[config.mk]
export PLATFORM = sky130hd
export DESIGN_NAME = ptr_interp
export DESIGN_NICKNAME = d
export VERILOG_FILES = /design/src/rtl/ptr_interp_pkg.sv /design/src/rtl/ptr_classify.sv /design/src/rtl/ptr_alarm.sv /design/src/rtl/ptr_offset.sv /design/src/rtl/ptr_interp.sv
export SDC_FILE = /design/constraint.sdc
export NUM_CORES = 1
export LEC_CHECK = 0
export BUFFER_PORTS_ARGS = -buffer_cell sky130_fd_sc_hd__buf_2
export CAP_MARGIN = 20
export CORE_MARGIN = 8
export CORE_UTILIZATION = 60
export DETAILED_ROUTE_END_ITERATION = 10
export GPL_ROUTABILITY_DRIVEN = 0
export HOLD_SLACK_MARGIN = 0.08
export PLACE_DENSITY = 0.82
export RECOVER_POWER = 100
export REMOVE_ABC_BUFFERS = 1
export SYNTH_ARGS = -nofsm -noshare
export SYNTH_HDL_FRONTEND = slang
export SYNTH_SLANG_ARGS = --single-unit
export TNS_END_PERCENT = 50
[constraint.sdc]
create_clock -name clk_i -period 8.2 [get_ports clk_i]
set_input_delay 0.82 -clock clk_i [delete_from_list [all_inputs] [get_ports clk_i]]
set_output_delay 0.82 -clock clk_i [all_outputs]
set_load 0.02 [all_outputs]
[src/rtl/ptr_interp_pkg.sv]
package ptr_interp_pkg;
  localparam int PTR_W = 10;
  localparam logic [3:0] FLAG_NEW  = 4'b1001;
  localparam logic [3:0] FLAG_NORM = 4'b0110;
  // vote groups: I = word bits 9,7,5,3,1 ; D = word bits 8,6,4,2,0
  localparam logic [PTR_W-1:0] INC_MASK = 10'h2AA;
  localparam logic [PTR_W-1:0] DEC_MASK = 10'h155;

  typedef enum logic [2:0] {
    K_AIS, K_NDF, K_INC, K_DEC, K_GOOD, K_BAD
  } ptr_kind_e;

  function automatic logic [3:0] pop_cnt(input logic [PTR_W-1:0] v);
    logic [3:0] c;
    c = '0;
    for (int i = 0; i < PTR_W; i++) c = c + {3'b000, v[i]};
    return c;
  endfunction
endpackage

[src/rtl/ptr_classify.sv]
module ptr_classify
  import ptr_interp_pkg::*;
#(
  parameter int OFS_MAX  = 782,
  parameter int VOTE_MIN = 3
) (
  input  logic [15:0]      ptr_i,
  input  logic [PTR_W-1:0] offset_i,
  input  logic             alarm_i,
  output ptr_kind_e        kind_o,
  output logic [PTR_W-1:0] value_o,
  output logic             in_range_o
);
  localparam logic [PTR_W-1:0] MAX_V  = PTR_W'(OFS_MAX);
  localparam logic [3:0]       VOTE_L = 4'(VOTE_MIN);

  logic [3:0]       flag;
  logic [PTR_W-1:0] inv;
  logic [3:0]       n_inc, n_dec;
  logic             norm_flag;
  logic             ss_unused;

  assign ss_unused  = ^ptr_i[11:10];
  assign flag       = ptr_i[15:12];
  assign value_o    = ptr_i[PTR_W-1:0];
  assign inv        = value_o ^ offset_i;
  assign n_inc      = pop_cnt(inv & INC_MASK);
  assign n_dec      = pop_cnt(inv & DEC_MASK);
  assign in_range_o = (value_o <= MAX_V);
  assign norm_flag  = (flag == FLAG_NORM);

  always_comb begin
    if (ptr_i == 16'hFFFF)
      kind_o = K_AIS;
    else if (flag == FLAG_NEW)
      kind_o = K_NDF;
    else if (norm_flag && !alarm_i && n_inc >= VOTE_L && n_dec < VOTE_L)
      kind_o = K_INC;
    else if (norm_flag && !alarm_i && n_dec >= VOTE_L && n_inc < VOTE_L)
      kind_o = K_DEC;
    else if (norm_flag && in_range_o)
      kind_o = K_GOOD;
    else
      kind_o = K_BAD;
  end
endmodule

[src/rtl/ptr_alarm.sv]
module ptr_alarm
  import ptr_interp_pkg::*;
#(
  parameter int CONF_RUN = 3,
  parameter int NDF_RUN  = 8
) (
  input  logic      clk_i,
  input  logic      rst_ni,
  input  logic      frame_i,
  input  ptr_kind_e kind_i,
  input  logic      in_range_i,
  output logic      lop_o,
  output logic      ais_o,
  output logic      alarm_o,
  output logic      exit_o
);
  localparam int CW = $clog2(CONF_RUN + 1);
  localparam int NW = $clog2(NDF_RUN + 1);
  localparam logic [CW-1:0] CONF_LAST = CW'(CONF_RUN - 1);
  localparam logic [NW-1:0] NDF_LAST  = NW'(NDF_RUN - 1);

  logic          lop_q, ais_q;
  logic [CW-1:0] ais_cnt_q, good_cnt_q;
  logic [NW-1:0] ndf_cnt_q;

  assign alarm_o = lop_q | ais_q;
  assign exit_o  = frame_i && kind_i == K_GOOD && alarm_o && good_cnt_q == CONF_LAST;
  assign lop_o   = lop_q & ~ais_q;
  assign ais_o   = ais_q;

  always_ff @(posedge clk_i or negedge rst_ni) begin
    if (!rst_ni) begin
      lop_q      <= 1'b1;
      ais_q      <= 1'b0;
      ais_cnt_q  <= '0;
      good_cnt_q <= '0;
      ndf_cnt_q  <= '0;
    end else if (frame_i) begin
      ais_cnt_q  <= (kind_i != K_AIS)  ? '0 :
                    (ais_cnt_q == CONF_LAST) ? ais_cnt_q : ais_cnt_q + 1'b1;
      good_cnt_q <= (kind_i != K_GOOD) ? '0 :
                    (good_cnt_q == CONF_LAST) ? good_cnt_q : good_cnt_q + 1'b1;
      ndf_cnt_q  <= (kind_i != K_NDF)  ? '0 :
                    (ndf_cnt_q == NDF_LAST) ? ndf_cnt_q : ndf_cnt_q + 1'b1;
      case (kind_i)
        K_AIS:  if (ais_cnt_q == CONF_LAST) begin
                  ais_q <= 1'b1;
                  lop_q <= 1'b0;
                end
        K_NDF:  if (!ais_q && (!in_range_i || ndf_cnt_q == NDF_LAST)) lop_q <= 1'b1;
        K_GOOD: if (exit_o) begin
                  lop_q <= 1'b0;
                  ais_q <= 1'b0;
                end
        K_BAD:  if (!ais_q) lop_q <= 1'b1;
        default: ;
      endcase
    end
  end

  p_lop_ais_excl_r10: assert property (@(posedge clk_i) disable iff (!rst_ni)
    !(lop_q && ais_q));
  p_bad_sets_lop_r6: assert property (@(posedge clk_i) disable iff (!rst_ni)
    frame_i && kind_i == K_BAD && !ais_q |=> lop_o);
  p_exit_clears_r8: assert property (@(posedge clk_i) disable iff (!rst_ni)
    exit_o |=> !lop_o && !ais_o);
  p_ais_entry_r9: assert property (@(posedge clk_i) disable iff (!rst_ni)
    $rose(ais_q) |-> $past(frame_i) && $past(kind_i) == K_AIS);
endmodule

[src/rtl/ptr_offset.sv]
module ptr_offset
  import ptr_interp_pkg::*;
#(
  parameter int OFS_MAX  = 782,
  parameter int CONF_RUN = 3
) (
  input  logic             clk_i,
  input  logic             rst_ni,
  input  logic             frame_i,
  input  ptr_kind_e        kind_i,
  input  logic [PTR_W-1:0] value_i,
  input  logic             in_range_i,
  input  logic             alarm_i,
  input  logic             exit_i,
  output logic [PTR_W-1:0] offset_o,
  output logic             inc_o,
  output logic             dec_o,
  output logic             ndf_o
);
  localparam int CW = $clog2(CONF_RUN + 1);
  localparam logic [CW-1:0]    CONF_LAST = CW'(CONF_RUN - 1);
  localparam logic [PTR_W-1:0] MAX_V     = PTR_W'(OFS_MAX);

  logic [PTR_W-1:0] offset_q, cand_q, ofs_up, ofs_dn;
  logic [CW-1:0]    cand_cnt_q;
  logic             inc_q, dec_q, ndf_q;

  assign ofs_up   = (offset_q == MAX_V) ? '0 : offset_q + 1'b1;
  assign ofs_dn   = (offset_q == '0) ? MAX_V : offset_q - 1'b1;
  assign offset_o = offset_q;
  assign inc_o    = inc_q;
  assign dec_o    = dec_q;
  assign ndf_o    = ndf_q;

  always_ff @(posedge clk_i or negedge rst_ni) begin
    if (!rst_ni) begin
      offset_q   <= '0;
      cand_q     <= '0;
      cand_cnt_q <= '0;
      inc_q      <= 1'b0;
      dec_q      <= 1'b0;
      ndf_q      <= 1'b0;
    end else begin
      inc_q <= 1'b0;
      dec_q <= 1'b0;
      ndf_q <= 1'b0;
      if (frame_i) begin
        case (kind_i)
          K_NDF: begin
            cand_cnt_q <= '0;
            if (in_range_i) begin
              offset_q <= value_i;
              ndf_q    <= 1'b1;
            end
          end
          K_INC: begin
            cand_cnt_q <= '0;
            offset_q   <= ofs_up;
            inc_q      <= 1'b1;
          end
          K_DEC: begin
            cand_cnt_q <= '0;
            offset_q   <= ofs_dn;
            dec_q      <= 1'b1;
          end
          K_GOOD: begin
            if (exit_i) begin
              offset_q   <= value_i;
              cand_cnt_q <= '0;
            end else if (alarm_i || value_i == offset_q) begin
              cand_cnt_q <= '0;
            end else if (cand_cnt_q != '0 && value_i == cand_q) begin
              if (cand_cnt_q == CONF_LAST) begin
                offset_q   <= value_i;
                cand_cnt_q <= '0;
              end else begin
                cand_cnt_q <= cand_cnt_q + 1'b1;
              end
            end else begin
              cand_q     <= value_i;
              cand_cnt_q <= CW'(1);
            end
          end
          default: cand_cnt_q <= '0;
        endcase
      end
    end
  end

  p_hold_idle_r1: assert property (@(posedge clk_i) disable iff (!rst_ni)
    !frame_i |=> $stable(offset_q));
  p_offset_range_r12: assert property (@(posedge clk_i) disable iff (!rst_ni)
    offset_q <= MAX_V);
  p_pulse_excl_r1: assert property (@(posedge clk_i) disable iff (!rst_ni)
    $onehot0({inc_q, dec_q, ndf_q}));
  p_inc_step_r4: assert property (@(posedge clk_i) disable iff (!rst_ni)
    inc_q |-> offset_q == (($past(offset_q) == MAX_V) ? '0 : $past(offset_q) + 1'b1));
  p_dec_step_r5: assert property (@(posedge clk_i) disable iff (!rst_ni)
    dec_q |-> offset_q == (($past(offset_q) == '0) ? MAX_V : $past(offset_q) - 1'b1));
endmodule

[src/rtl/ptr_interp.sv]
module ptr_interp
  import ptr_interp_pkg::*;
#(
  parameter int OFS_MAX  = 782,
  parameter int VOTE_MIN = 3,
  parameter int CONF_RUN = 3,
  parameter int NDF_RUN  = 8
) (
  input  logic       clk_i,
  input  logic       rst_ni,
  input  logic [7:0] h1_i,
  input  logic       h1_vld_i,
  input  logic [7:0] h2_i,
  input  logic       h2_vld_i,
  output logic [9:0] offset_o,
  output logic       inc_o,
  output logic       dec_o,
  output logic       ndf_o,
  output logic       lop_o,
  output logic       ais_o
);
  logic [7:0]       h1_q, h1_cur;
  logic [15:0]      ptr_w;
  ptr_kind_e        kind;
  logic [PTR_W-1:0] value;
  logic             in_range, alarm, exit_w;

  always_ff @(posedge clk_i or negedge rst_ni) begin
    if (!rst_ni)       h1_q <= '0;
    else if (h1_vld_i) h1_q <= h1_i;
  end

  assign h1_cur = h1_vld_i ? h1_i : h1_q;
  assign ptr_w  = {h1_cur, h2_i};

  ptr_classify #(.OFS_MAX(OFS_MAX), .VOTE_MIN(VOTE_MIN)) u_classify (
    .ptr_i      (ptr_w),
    .offset_i   (offset_o),
    .alarm_i    (alarm),
    .kind_o     (kind),
    .value_o    (value),
    .in_range_o (in_range)
  );

  ptr_alarm #(.CONF_RUN(CONF_RUN), .NDF_RUN(NDF_RUN)) u_alarm (
    .clk_i      (clk_i),
    .rst_ni     (rst_ni),
    .frame_i    (h2_vld_i),
    .kind_i     (kind),
    .in_range_i (in_range),
    .lop_o      (lop_o),
    .ais_o      (ais_o),
    .alarm_o    (alarm),
    .exit_o     (exit_w)
  );

  ptr_offset #(.OFS_MAX(OFS_MAX), .CONF_RUN(CONF_RUN)) u_offset (
    .clk_i      (clk_i),
    .rst_ni     (rst_ni),
    .frame_i    (h2_vld_i),
    .kind_i     (kind),
    .value_i    (value),
    .in_range_i (in_range),
    .alarm_i    (alarm),
    .exit_i     (exit_w),
    .offset_o   (offset_o),
    .inc_o      (inc_o),
    .dec_o      (dec_o),
    .ndf_o      (ndf_o)
  );

  p_lop_masked_r10: assert property (@(posedge clk_i) disable iff (!rst_ni)
    ais_o |-> !lop_o);
endmodule

==> results.json <==
{
  "via_per_inst": 6.29,
  "peakVddDrop_uv": 83.5,
  "syn_inst": 318,
  "drt-pass1-iter-count": 5,
  "arrival_ps": 6040,
  "critical_path_class": "input pin to flip-flop",
  "layout_commonest_cell": "dfrtp_1",
  "final_layout_size_suffix_gt1_frac": 0.123,
  "final_core_util": 0.642,
  "fin_setup_tns_ps": 0,
  "cts_hold_buf": 0,
  "rr_startpoint": "u_offset.offset_o[2]",
  "ctsResizeCount": 0,
  "num_rows": 26,
  "hold_path.class": "flip-flop to flip-flop",
  "outcome": "complete, but fails checks",
  "hold_end": "u_alarm.good_cnt_q[0]",
  "synth_area_per_cell_um2": 9.72,
  "core_area_um2": 5040,
  "dpl.hpwl_um": 5390,
  "rrSetupSlack_ps": 2940,
  "synth_area_leaders": "dfrtp_1 (34%), xor2_1 (5.7%), ha_1 (4.5%)",
  "htreeDepth": 2,
  "ant_nets": 0,
  "drt-total-wl_um": 7180,
  "drc_errors": 0,
  "synth_area_leader_cell": "dfrtp_1",
  "clock_latency_ps": 300,
  "finalHoldViolCount": 0,
  "reg2reg_to": "u_offset.offset_o[6]",
  "vias": 2584,
  "ys_seq_elements": 43,
  "setup_violations": 0,
  "p_per_area_nw_per_um2": 183,
  "worst_slack_ps": 2250,
  "top_level_ports": 35,
  "drt_iter0_markers": 192,
  "reg2reg_depth": 12,
  "grt_setup_unrepaired": "no",
  "synth.distinct_cells": 62,
  "die_w_um": 87.8,
  "die_height_um": 87.8,
  "grt_usage": 0.199,
  "worstMarginPinSlew_ps": 2250,
  "num_antenna_cells": 0,
  "critPathMaxFanout": 18,
  "start_util": 0.613,
  "synthToLayoutAreaGrowth_pct": 4.82,
  "synth.yosys.seq_area_share": 0.349,
  "syn_area_um2": 3090,
  "place_ws_ps": 3150,
  "path_clk_slew_ps": 80,
  "cts_made_buffers": 5,
  "nFillCells": 433,
  "antenna_found_initial": 0,
  "slew_headroom": -0.501,
  "final_cell_mix": "dfrtp_1 (42), o21ai_0 (25), nand2_1 (24)",
  "root_buffer": "clkbuf_8",
  "worstHoldStart": "u_alarm.good_cnt_q[0]",
  "cts_tree": "done",
  "clk_path_buf_depth": 2,
  "grt_start_max_net_pins": 44,
  "post_dp_cell_area_um2": 3240,
  "startpoint_type": "input pin",
  "synth_top_area_frac": 0.340,
  "violations": "capacitance limit, slew limit",
  "cp-end-kind": "flip-flop",
  "post_cts_buffers": 0,
  "max_freq_mhz": 168,
  "die_area_um2": 7700,
  "cts_sinks": 43,
  "cap_violations": 2,
  "fin_nets": 376,
  "drv_slew": 63,
  "portBuffers": 34,
  "period_share": 0.725,
  "period_minus_slack_ps": 5950,
  "synth_edf_count": 0,
  "whs_path_depth": 1,
  "clock_skew_ps": 7.02,
  "routedWlPerCell_um": 17.5,
  "grt_pass1_vias": 2620,
  "overflow": 0,
  "yosys_warnings": 0,
  "synth-main-ff-cell": "dfrtp_1",
  "worstPathRequired_ps": 8290,
  "p_leak_nw": 1.39,
  "grt_pass1_wl_um": 12100,
  "final_area_um2": 3240,
  "async_flop_share": 1.00
}
[registers in the layout, summed over array words and instances (netlist names)]
signal / flops
u_offset.offset_o: 10
u_alarm.ais_cnt_q: 2
u_alarm.lop_q: 1
h1_q: 8
u_offset.cand_q: 10
u_alarm.ndf_cnt_q: 4
u_offset.cand_cnt_q: 2
u_offset.inc_o: 1
u_alarm.good_cnt_q: 2
u_offset.dec_o: 1
u_offset.ndf_o: 1
u_alarm.ais_o: 1
[cell usage after synthesis (3+ instances only)]
| cell type | number |
|---|---|
| dfrtp_1 | 42 |
| nand2_1 | 24 |
| o21ai_0 | 23 |
| xor2_1 | 20 |
| a21oi_1 | 14 |
| inv_1 | 14 |
| nand3_1 | 14 |
| nor2_1 | 12 |
| ha_1 | 11 |
| mux2_2 | 10 |
| mux2_4 | 9 |
| buf_2 | 7 |
| o31ai_1 | 7 |
| a211oi_1 | 6 |
| nand3b_1 | 6 |
| nand4_1 | 6 |
| and2_1 | 5 |
| and3_1 | 5 |
| clkbuf_1 | 5 |
| nor3_1 | 5 |
| xnor2_1 | 5 |
| a31oi_1 | 4 |
| fa_1 | 4 |
| nand2b_1 | 4 |
| a211o_1 | 3 |
| buf_6 | 3 |
| nor4_1 | 3 |
| o211ai_1 | 3 |
[worst max-delay path by stage]
| stage | start | to | cells past startpoint |
|---|---|---|---|
| after floorplan | h1_vld_i | u_offset.cand_q[8] | 12 |
| after global placement | h1_vld_i | u_offset.cand_q[5] | 13 |
| after detailed placement | h1_vld_i | u_offset.cand_q[6] | 13 |
| after CTS | h1_vld_i | u_offset.cand_q[6] | 13 |
| after global routing | h1_vld_i | u_offset.offset_o[9] | 14 |
| final | h1_vld_i | u_offset.offset_o[6] | 12 |
[power by group]
part | internal (mW) | leakage, nW | switching (mW)
logic | 0.0790 | 0.788 | 0.114
clock network | 0.0583 | 0.0440 | 0.0760
registers | 0.232 | 0.562 | 0.0337
[cells by family after synthesis]
logic type | share of synthesized area
multiplexers | 0.0919
adder cells (fa/ha/maj) | 0.0704
buffers and inverters | 0.0518
AND/OR/NAND/NOR | 0.208
AO/OA/AOI/OAI | 0.158
XOR/XNOR | 0.0709
flip-flops | 0.349
[critical path, stage by stage]
cell	delay, ps
clkbuf_1	580
mux2_1	470
xor2_1	270
fa_1	470
ha_1	220
fa_1	430
a21o_1	200
nand3_1	130
a211o_1	420
nand4_1	130
o21ai_0	1570
o21ai_0	310
[area by class of cell]
type,count,area (um^2),area share
clock buffer,5,68.8,0.0212
clock inverter,2,13.8,0.00425
inverter,14,52.6,0.0162
multi-input combinational,243,1790,0.553
sequential,43,1080,0.333
tap,70,87.6,0.0270
timing repair buffer,34,149,0.0460
[per-layer routing]
| layer | track usage | routed length, um | vias up |
|---|---|---|---|
| met3 | 0.0385 | 364 | 17 |
| met2 | 0.337 | 3710 | 81 |
| met1 | 0.236 | 2970 | 1284 |
| met4 | 0.0922 | 142 | 0 |
| li1 | - | - | 1202 |
| met5 | 0 | 0 | - |
[through the flow]
stage	cells	hold WS, ps	total power, mW
2_1_floorplan	300	451	0.406
3_3_place_gp	404	473	0.460
3_5_place_dp	404	478	0.469
4_1_cts	411	489	0.602
5_1_grt	411	511	0.632
6_report	411	488	0.593
(Power assumes the default switching activity.)
